[config.mk]
export PLATFORM = sky130hd
export DESIGN_NAME = kbd_matrix_emu
export DESIGN_NICKNAME = d
export VERILOG_FILES = /design/src/rtl/kbd_pkg.sv /design/src/rtl/kbd_ps2_rx.sv /design/src/rtl/kbd_decode.sv /design/src/rtl/kbd_scan.sv /design/src/rtl/kbd_matrix_emu.sv
export SDC_FILE = /design/constraint.sdc
export NUM_CORES = 1
export LEC_CHECK = 0
export CELL_PAD_IN_SITES_DETAIL_PLACEMENT = 0
export CELL_PAD_IN_SITES_GLOBAL_PLACEMENT = 1
export CORE_MARGIN = 2
export CORE_UTILIZATION = 50
export CTS_BUF_LIST = sky130_fd_sc_hd__clkbuf_8
export DETAILED_ROUTE_END_ITERATION = 6
export PLACE_DENSITY = 0.87
export SLEW_MARGIN = 20
export SYNTH_ARGS = -nofsm -noshare
export SYNTH_HDL_FRONTEND = slang
export SYNTH_HIERARCHICAL = 1
export SYNTH_SLANG_ARGS = --single-unit
[constraint.sdc]
create_clock -name clk_i -period 3.7 [get_ports clk_i]
set_clock_uncertainty 0.15 [all_clocks]
set_input_delay 0.555 -clock clk_i [delete_from_list [all_inputs] [get_ports clk_i]]
set_output_delay 0.555 -clock clk_i [all_outputs]
set_load 0.01 [all_outputs]
[src/rtl/kbd_pkg.sv]
package kbd_pkg;
  localparam int unsigned KEY_COLS = 10;
  localparam int unsigned KEY_ROWS = 8;
  localparam int unsigned COL_W    = 4;
  localparam int unsigned ROW_W    = 3;
  localparam int unsigned DIP_W    = 8;

  localparam logic [7:0] CODE_REL = 8'hF0;
  localparam logic [7:0] CODE_EXT = 8'hE0;

  typedef struct packed {
    logic             hit;
    logic             brk;
    logic [COL_W-1:0] col;
    logic [ROW_W-1:0] row;
  } key_loc_t;

  // {extended, code} -> matrix position; row 0 is reserved for switches
  function automatic key_loc_t map_code(input logic ext, input logic [7:0] code);
    key_loc_t m;
    m = '0;
    case ({ext, code})
      9'h016: m = '{1'b1, 1'b0, 4'd0, 3'd3};
      9'h01E: m = '{1'b1, 1'b0, 4'd1, 3'd3};
      9'h026: m = '{1'b1, 1'b0, 4'd1, 3'd1};
      9'h025: m = '{1'b1, 1'b0, 4'd2, 3'd1};
      9'h015: m = '{1'b1, 1'b0, 4'd0, 3'd1};
      9'h01D: m = '{1'b1, 1'b0, 4'd1, 3'd2};
      9'h01C: m = '{1'b1, 1'b0, 4'd1, 3'd4};
      9'h01B: m = '{1'b1, 1'b0, 4'd1, 3'd5};
      9'h01A: m = '{1'b1, 1'b0, 4'd1, 3'd6};
      9'h029: m = '{1'b1, 1'b0, 4'd2, 3'd6};
      9'h076: m = '{1'b1, 1'b0, 4'd0, 3'd6};
      9'h012: m = '{1'b1, 1'b0, 4'd0, 3'd7};
      9'h014: m = '{1'b1, 1'b0, 4'd1, 3'd7};
      9'h05A: m = '{1'b1, 1'b0, 4'd9, 3'd4};
      9'h175: m = '{1'b1, 1'b0, 4'd9, 3'd3};
      9'h172: m = '{1'b1, 1'b0, 4'd9, 3'd2};
      9'h007: m = '{1'b0, 1'b1, 4'd0, 3'd0};
      default: m = '0;
    endcase
    return m;
  endfunction
endpackage

[src/rtl/kbd_ps2_rx.sv]
module kbd_ps2_rx #(
  parameter int unsigned SYNC_STAGES = 2
) (
  input  logic       clk_i,
  input  logic       rst_ni,
  input  logic       ps2_clk_i,
  input  logic       ps2_data_i,
  output logic [7:0] byte_o,
  output logic       byte_vld_o
);
  logic [SYNC_STAGES-1:0] clk_sync, dat_sync;
  logic       clk_prev;
  logic [3:0] bit_cnt;
  logic [7:0] shreg;
  logic       par_q;
  logic       clk_s, dat_s, fall;

  assign clk_s = clk_sync[SYNC_STAGES-1];
  assign dat_s = dat_sync[SYNC_STAGES-1];
  assign fall  = clk_prev & ~clk_s;

  always_ff @(posedge clk_i or negedge rst_ni) begin
    if (!rst_ni) begin
      clk_sync <= '1;
      dat_sync <= '1;
      clk_prev <= 1'b1;
    end else begin
      clk_sync <= {clk_sync[SYNC_STAGES-2:0], ps2_clk_i};
      dat_sync <= {dat_sync[SYNC_STAGES-2:0], ps2_data_i};
      clk_prev <= clk_s;
    end
  end

  always_ff @(posedge clk_i or negedge rst_ni) begin
    if (!rst_ni) begin
      bit_cnt    <= '0;
      shreg      <= '0;
      par_q      <= 1'b0;
      byte_o     <= '0;
      byte_vld_o <= 1'b0;
    end else begin
      byte_vld_o <= 1'b0;
      if (fall) begin
        if (bit_cnt == 4'd0) begin
          if (!dat_s) bit_cnt <= 4'd1;
        end else if (bit_cnt <= 4'd8) begin
          shreg   <= {dat_s, shreg[7:1]};
          bit_cnt <= bit_cnt + 4'd1;
        end else if (bit_cnt == 4'd9) begin
          par_q   <= dat_s;
          bit_cnt <= bit_cnt + 4'd1;
        end else begin
          bit_cnt <= '0;
          if (dat_s && (^{shreg, par_q})) begin
            byte_o     <= shreg;
            byte_vld_o <= 1'b1;
          end
        end
      end
    end
  end
endmodule

[src/rtl/kbd_decode.sv]
module kbd_decode
  import kbd_pkg::*;
#(
  parameter int unsigned NCOL = KEY_COLS,
  parameter int unsigned NROW = KEY_ROWS
) (
  input  logic                       clk_i,
  input  logic                       rst_ni,
  input  logic [7:0]                 byte_i,
  input  logic                       byte_vld_i,
  output logic [NCOL-1:0][NROW-1:0]  keys_o,
  output logic                       break_o
);
  logic     rel_q, ext_q;
  key_loc_t loc;

  always_comb loc = map_code(ext_q, byte_i);

  always_ff @(posedge clk_i or negedge rst_ni) begin
    if (!rst_ni) begin
      keys_o  <= '0;
      break_o <= 1'b0;
      rel_q   <= 1'b0;
      ext_q   <= 1'b0;
    end else if (byte_vld_i) begin
      if (byte_i == CODE_REL) begin
        rel_q <= 1'b1;
      end else if (byte_i == CODE_EXT) begin
        ext_q <= 1'b1;
      end else begin
        if (loc.brk) break_o <= ~rel_q;
        else if (loc.hit && int'(loc.col) < NCOL && loc.row != '0)
          keys_o[loc.col][loc.row] <= ~rel_q;
        rel_q <= 1'b0;
        ext_q <= 1'b0;
      end
    end
  end
endmodule

[src/rtl/kbd_scan.sv]
module kbd_scan
  import kbd_pkg::*;
#(
  parameter int unsigned NCOL = KEY_COLS,
  parameter int unsigned NROW = KEY_ROWS,
  parameter int unsigned CW   = COL_W,
  parameter int unsigned RW   = ROW_W,
  parameter int unsigned NDIP = DIP_W
) (
  input  logic                      clk_i,
  input  logic                      rst_ni,
  input  logic                      clken_i,
  input  logic                      autoscan_i,
  input  logic [CW-1:0]             column_i,
  input  logic [RW-1:0]             row_i,
  input  logic [NDIP-1:0]           dip_i,
  input  logic [NCOL-1:0][NROW-1:0] keys_i,
  output logic [CW-1:0]             scan_col_o,
  output logic                      keypress_o,
  output logic                      int_o
);
  localparam logic [CW-1:0] LAST_COL = CW'(NCOL - 1);

  logic [CW-1:0]             act_col;
  logic                      col_ok;
  logic [NCOL-1:0][NROW-1:0] view;

  always_ff @(posedge clk_i or negedge rst_ni) begin
    if (!rst_ni) scan_col_o <= '0;
    else if (autoscan_i && clken_i)
      scan_col_o <= (scan_col_o == LAST_COL) ? '0 : scan_col_o + CW'(1);
  end

  for (genvar c = 0; c < NCOL; c++) begin : g_col
    if (c < NDIP) begin : g_dip
      assign view[c] = {keys_i[c][NROW-1:1], dip_i[c]};
    end else begin : g_nodip
      assign view[c] = {keys_i[c][NROW-1:1], 1'b0};
    end
  end

  assign act_col = autoscan_i ? scan_col_o : column_i;
  assign col_ok  = int'(act_col) < NCOL;

  always_comb begin
    keypress_o = 1'b0;
    int_o      = 1'b0;
    if (col_ok) begin
      keypress_o = view[act_col][row_i];
      int_o      = |view[act_col][NROW-1:1];
    end
  end
endmodule

[src/rtl/kbd_matrix_emu.sv]
module kbd_matrix_emu
  import kbd_pkg::*;
(
  input  logic             clk_i,
  input  logic             rst_ni,
  input  logic             clken_1mhz_i,
  input  logic             ps2_clk_i,
  input  logic             ps2_data_i,
  input  logic             autoscan_i,
  input  logic [COL_W-1:0] column_i,
  input  logic [ROW_W-1:0] row_i,
  input  logic [DIP_W-1:0] dip_i,
  output logic             keypress_o,
  output logic             int_o,
  output logic             break_o
);
  logic [7:0]                        rx_byte;
  logic                              byte_vld;
  logic [KEY_COLS-1:0][KEY_ROWS-1:0] key_q;
  logic [COL_W-1:0]                  scan_col;

  kbd_ps2_rx #(.SYNC_STAGES(2)) i_rx (
    .clk_i, .rst_ni, .ps2_clk_i, .ps2_data_i,
    .byte_o(rx_byte), .byte_vld_o(byte_vld)
  );

  kbd_decode #(.NCOL(KEY_COLS), .NROW(KEY_ROWS)) i_dec (
    .clk_i, .rst_ni, .byte_i(rx_byte), .byte_vld_i(byte_vld),
    .keys_o(key_q), .break_o
  );

  kbd_scan #(.NCOL(KEY_COLS), .NROW(KEY_ROWS), .CW(COL_W), .RW(ROW_W), .NDIP(DIP_W)) i_scan (
    .clk_i, .rst_ni, .clken_i(clken_1mhz_i), .autoscan_i, .column_i, .row_i,
    .dip_i, .keys_i(key_q), .scan_col_o(scan_col), .keypress_o, .int_o
  );
endmodule

# Word-level counts from Yosys, hierarchy flattened

Index checks and enable logic that the tools add are counted.

Flip-flop bits (word level): 114
Output and inout bits: 3

$add $sub $neg: 2
$lt $le $gt $ge: 9
Equal/unequal tests: 23
Multiplexer cells: 26
Bitwise operators: 9
Reductions and logical operators: 18

Operator list:

| kind                                                | number |
|---|---|
| case mux 9 bit (17 select lines)                    | 1 |
| == test 9 x 5 -> 1 bit (second input constant)      | 9 |
| bitwise mux 80 bit                                  | 1 |
| binary-select mux 8 bit (select 4 bit)              | 1 |
| demux 8 bit (select 4 bit)                          | 1 |
| == test 9 x 6 -> 1 bit (second input constant)      | 3 |
| two-way mux 4 bit                                   | 6 |
| == test 9 x 7 -> 1 bit (second input constant)      | 2 |
| == test 9 bit (second input constant)               | 2 |
| == test 8 bit (second input constant)               | 2 |
| two-way mux 8 bit                                   | 2 |
| two-way mux 1 bit                                   | 12 |
| < comparator 4 x 5 -> 1 bit (second input constant) | 2 |
| AND reduction 5 bit                                 | 2 |
| == test 9 x 3 -> 1 bit (second input constant)      | 1 |
| parity 9 bit                                        | 1 |
| adder 4 x 1 -> 4 bit (second input constant)        | 2 |
| == test 4 bit (second input constant)               | 2 |
| < comparator 3 x 4 -> 1 bit (second input constant) | 2 |
| < comparator 4 bit (second input constant)          | 2 |
| NOT 1 bit                                           | 8 |
| AND reduction 4 bit                                 | 2 |
| OR reduction 7 bit                                  | 1 |
| logical AND 1 bit                                   | 6 |
| 12 further kinds                                    | 14 |

# Logic depth before layout (Yosys ltp)

Gate-level depths: netlist of the first run.

Depth after elaboration: 9
Mapped depth: 10
Mapped depth without buffers: 7

# Cells and area by module

Netlist of the first run, hierarchy kept.

By module, submodules not included:

| module     | times used | cells each | area each (µm²) |
|---|---|---|---|
| kbd_decode | 1          | 250        | 2633.8 |
| kbd_scan   | 1          | 199        | 1253.7 |
| kbd_ps2_rx | 1          | 90         | 1174.9 |

# Worst setup path before layout of the first run

No wires, ideal clock.

Kind: in2out
Start point: in autoscan_i
End point: out keypress_o
Arrival: 2020 ps
Data required time: 2995 ps
Slack: 975 ps
Cell stages on the path: 10
Path buffers: 3
Cell sequence: buf_6 -> mux2i_2 -> buf_6 -> buf_4 -> nand2_1 -> a31oi_1 -> o211ai_2 -> nand3_1 -> nand4_1 -> nor3_1

Longest elaborated chain between the ends: 6
Elaborated cells between the ends (all ways): 7
Classes of those cells: 1 x order compare; 6 x mux

RTL lines:

| what                                    | line                 | text |
|---|---|---|
| from (decl)                             | kbd_matrix_emu.sv:9  | `input logic autoscan_i,` |
| two-way mux 4 bit *                     | kbd_scan.sv:42       | `assign act_col = autoscan_i ? scan_col_o : column_i;` |
| binary-select mux 8 bit (select 4 bit)  | kbd_scan.sv:49       | `keypress_o = view[act_col][row_i];` |
| two-way mux 8 bit (not written as such) | kbd_scan.sv:49       |  |
| binary-select mux 1 bit (select 3 bit)  | kbd_scan.sv:49       |  |
| two-way mux 1 bit (not written as such) | kbd_scan.sv:49       |  |
| two-way mux 1 bit *                     | kbd_scan.sv:48       | `if (col_ok) begin` |
| to (decl)                               | kbd_matrix_emu.sv:13 | `output logic keypress_o,` |

Every way passes the cells marked *; elsewhere a longest branch is shown, timed or not. The select of a mux whose other input is x is not followed.

# Worst setup path after layout of the first run

Start point: in autoscan_i
End point: out int_o

Longest elaborated chain between the ends: 5
Elaborated cells between the ends (all ways): 6
Classes of those cells: 1 x order compare; 4 x mux; 1 x reduce/logical

RTL lines:

| what                                    | line                 | text |
|---|---|---|
| two-way mux 4 bit *                     | kbd_scan.sv:42       |  |
| binary-select mux 8 bit (select 4 bit)  | kbd_scan.sv:50       | `int_o = \|view[act_col][NROW-1:1];` |
| two-way mux 8 bit (not written as such) | kbd_scan.sv:50       |  |
| OR reduction 7 bit                      | kbd_scan.sv:50       |  |
| two-way mux 1 bit *                     | kbd_scan.sv:48       |  |
| to (decl)                               | kbd_matrix_emu.sv:14 | `output logic int_o,` |

Marks and branches as above.

==> run metrics, run 1 <==
status=finished clean; Final Cycle Share=0.946; core area=9330 um^2; cts hold-fix bufs=0; Starting Density=0.521; post-route ant nets=0; setup ws final=0.200 ns; Req. time, crit path=2.99 ns; CP arrival=2.79 ns; Hold WC Path Type=primary input to asynchronous set/reset pin; Post-Route WL=10,100 um; H-tree depth=3; critical path class=primary input to primary output; CTS tree=built; clock sink total=76; Worst Tran Pin Value=0.929 ns; GRT busiest layer=met2; Worst Setup Start Kind=primary input; final setup vio count=0; Clk Latency, worst-skew pair=0.35 ns; worst vdd ir=652 uV; share of layout cells above drive strength 1=0.182; Post-CTS Setup Repair Bufs=0; Global Route Usage Sum=0.207; met1 GRT Util=0.265; met2 usage=0.354; Synth Cell Area=4860 um^2; DIE WIDTH=103 um; power density over the cells=511 nW/um^2; die area=10,500 um^2; largest net degree at the start of global routing=77; drt drc=0; synth warn=6; num ports=24; Tmin final=3.50 ns; DRC marker count from the first detailed-route iteration=134; grt met3 use=0.0475; vias=3,616; clk buf depth=2; max frequency=286 MHz; CP endpoint kind=primary output; initial antenna violation count=0; slew margin rel.=0.380; num rows=35; final instance area=5310 um^2; area delta synth->final=9.24%; n_diodes=0; CTS Buf Count=9; vias in the first global route=3,588; final hold violations=0; hold slack=0.176 ns; Syn Inst Count=523; Avg Synthesized Cell Area=9.29 um^2; Final Max Tran Viols=0; Leak=0.00231 uW; Cell Area, Placed=5100 um^2; DRT Pass-1 Iters=4; worst-path maximum fanout=9; WL/cell=15.2 um; first-pass GRT wire length=17,100 um; fin nets=557; worst slack, placed=-0.268 ns; Final HPWL DP=7330 um; Via density=5.42; CTS Root Cell=clkbuf_8; I/O Buffers=23; Overflow after GRT=0; RSZ-0062 raised after global routing=false; Clock transition at path regs=0.08 ns; total of max-cap violations=0; Die Span Y=103 um; GP Congestion=0.967
## layout by cell type (no fill, tap or decap), types with 10 or more instances in the layout
cell type / instances
mux2_2: 14
inv_1: 24
o21ai_0: 19
buf_4: 26
nand3_1: 30
a21oi_1: 16
clkbuf_8: 10
clkdlybuf4s50_1: 17
nor2_1: 14
nand2_1: 74
nand4_1: 16
conb_1: 28
dfrtp_1: 71
mux2i_1: 22
## sequential cells by signal, indices dropped and copies added (netlist names)
register	cells
i_rx/clk_sync	2
i_dec/keys_o	42
i_rx/bit_cnt	4
i_rx/dat_sync	2
i_rx/par_q	1
i_rx/clk_prev	1
i_rx/shreg	8
i_rx/byte_o	8
i_dec/rel_q	1
i_dec/ext_q	1
i_scan/scan_col_o	4
i_dec/break_o	1
i_rx/byte_vld_o	1
## layout make-up
cell class / count / area [um^2]
Tap cell: 129 / 161
Timing Repair Buffer: 50 / 458
Clock buffer: 10 / 138
Clock inverter: 6 / 47.5
Inverter: 24 / 90.1
Multi-Input combinational cell: 372 / 2510
Sequential cell: 76 / 1910
Fill cell: 857 / 4020
## timing repair
action	CTS	global route
pin swaps	0	1
hold endpoints to repair	0	0
gates resized for setup	6	6
setup endpoints to repair	2	2
## where the power goes
part,switching (uW),internal [uW]
Combinational,530,513
Clock,322,266
Sequential,159,925
## worst max-delay path: stages
cell and delay (ns):
clkdlybuf4s15_1 0.32, buf_4 0.25, nand2b_1 0.16, o21ai_0 0.46
nand3_1 0.13, nand4_1 0.18, a21oi_1 0.12, nor3_4 0.21
nand4_1 0.11, dlygate4sd2_1 0.30
## final timing paths
check	from	end	slack [ns]	depth (start not counted)
min in group clk_i	i_rx/clk_sync[0]	i_rx/clk_sync[1]	0.21	0
setup / recovery	autoscan_i	int_o	0.20	10
max in group asynchronous	rst_ni	i_dec/keys_o[79]	2.61	1
setup reg to reg	i_rx/byte_o[0]	i_dec/keys_o[14]	1.10	6
hold / removal	rst_ni	i_scan/scan_col_o[2]	0.18	1
hold reg to reg	i_rx/clk_sync[0]	i_rx/clk_sync[1]	0.21	0
## stage by stage
step           cells  utilization  setup TNS, ns  power, uW
6_report         667        0.569              0       2710
5_1_grt          667        0.569              0       2890
4_1_cts          667        0.567              0       2720
3_5_place_dp     651        0.547         -0.514       2120
3_3_place_gp     651        0.547         -0.438       2090
2_1_floorplan    550            -              0       1840
## per-layer routing
metal,vias to the layer above,share of wire
met4,0,0.013
li1,1805,-
met3,12,0.048
met2,84,0.49
met5,-,0
met1,1715,0.45
(Power assumes the default switching activity.)
==> inputs of run 2 (changes only) <==
- GPL_TIMING_DRIVEN: default -> 0
==> run metrics, run 2 (synthesis results as in run 1) <==
reg2reg end=i_dec/keys_o[13]; n_diodes=0; r2r setup slk=1.25 ns; fin nets=617; Worst Setup Start Kind=primary input; met2 usage=0.380; hold slack=0.209 ns; most common cell after layout, fill and taps aside=nand2_1; Tmin final=3.56 ns; Final Max Tran Viols=0; Starting Density=0.521; core area=9330 um^2; first-pass GRT wire length=18,000 um; H-tree depth=3; slew margin rel.=0.628; R2R depth=7; top flop regs=i_dec/keys_o x42, i_rx/byte_o x8, i_rx/shreg x8; GRT busiest layer=met2; status=finished clean; final instance area=5650 um^2; CTS tree=built; drt drc=0; RSZ-0062 raised after global routing=false; DRC marker count from the first detailed-route iteration=197; max frequency=281 MHz; num rows=35; CTS Root Cell=clkbuf_8; Die Span Y=103 um; Global Route Usage Sum=0.219; DRT Pass-1 Iters=5; total of max-cap violations=0; clock sink total=76; max reg flops=42; Worst Tran Pin Value=0.543 ns; critical path class=primary input to primary output; Leak=0.00250 uW; hold endpoint=i_rx/clk_sync[1]; CP arrival=2.86 ns; Clk Latency, worst-skew pair=0.34 ns; initial antenna violation count=0; Cell Area, Placed=5360 um^2; vias=3,872; Overflow after GRT=0; WL/cell=14.7 um; I/O Buffers=21; Final Cycle Share=0.963; largest net degree at the start of global routing=60; CP endpoint kind=primary output; clk buf depth=2; die area=10,500 um^2; power density over the cells=491 nW/um^2; area delta synth->final=16.2%; placed instance count=701; DIE WIDTH=103 um; num ports=24; HP Start=i_rx/clk_sync[0]; worst-path maximum fanout=5; vias in the first global route=3,741; grt met3 use=0.0366; Final HPWL DP=7910 um; CTS Buf Count=9; Req. time, crit path=2.99 ns; worst vdd ir=490 uV; share of layout cells above drive strength 1=0.212; GP Congestion=0.853; post-route ant nets=0; Clock transition at path regs=0.07 ns; WHS Path Cells=0; met1 GRT Util=0.277; final setup vio count=0; Final Non-Filler Cells=727; Via density=5.33; final hold violations=0; most frequent cells in the layout=nand2_1, dfrtp_1, buf_4; most flop-heavy register=i_dec/keys_o; Post-Route WL=10,700 um; Hold WC Path Type=flop to flop; Overall Power=2770 uW; RR Startpoint=i_dec/ext_q
run 2: final cells by class:
| class | instances | area, um^2 |
|---|---|---|
| plain buffers | 78 | 479 |
| clock buffers | 10 | 138 |
| clock inverters | 6 | 63.8 |
| fillers | 834 | 3680 |
| inverters | 24 | 90.1 |
| multi-input cells | 372 | 2490 |
| flip-flops and latches | 76 | 1910 |
| well taps | 129 | 161 |
| repair buffers | 32 | 314 |
run 2: worst max-delay path, cell delays in order:
cell             delay [ns]
clkdlybuf4s50_1        0.60
inv_1                  0.09
o21ai_0                0.37
nand3_1                0.15
nand4_1                0.18
a21oi_1                0.11
nor3_2                 0.19
nand4_1                0.12
clkdlybuf4s50_1        0.50
run 2: metal layers:
layer	wire, um	vias to the layer above
met5	0	-
met2	5340	82
met3	433	9
met1	4740	1865
li1	-	1916
met4	169	0
run 2: where the power goes:
group          internal, uW  switching (uW)  leakage [uW]
combinational           516             600       0.00138
sequential              925            95.6       0.00102
clock                   329             308     0.0000983
run 2: worst max-delay path by stage:
stage / from / end / slack, ns
2_1_floorplan: autoscan_i / keypress_o / 0.97
3_3_place_gp: rst_ni / i_rx/bit_cnt[1] / -0.68
3_5_place_dp: autoscan_i / keypress_o / -0.58
4_1_cts: column_i[2] / int_o / 0.05
5_1_grt: autoscan_i / int_o / 0.01
6_report: column_i[2] / int_o / 0.14
run 2: what timing repair did:
item,in CTS,in global routing
setup buffers,4,5
hold endpoints to repair,17,0
hold buffers,1,0
endpoints found under the setup margin,2,1
resized for setup,6,3
pin swaps,0,2
run 2: stage by stage:
| stage | utilization | setup slack (ns) | TNS, ns |
|---|---|---|---|
| final | 0.606 | 0.137 | 0 |
| after global routing | 0.606 | 0.0150 | 0 |
| after CTS | 0.600 | 0.0461 | 0 |
| after detailed placement | 0.574 | -0.583 | -0.942 |
| after global placement | 0.572 | -0.681 | -48.71 |
| after floorplan | - | 0.975 | 0 |
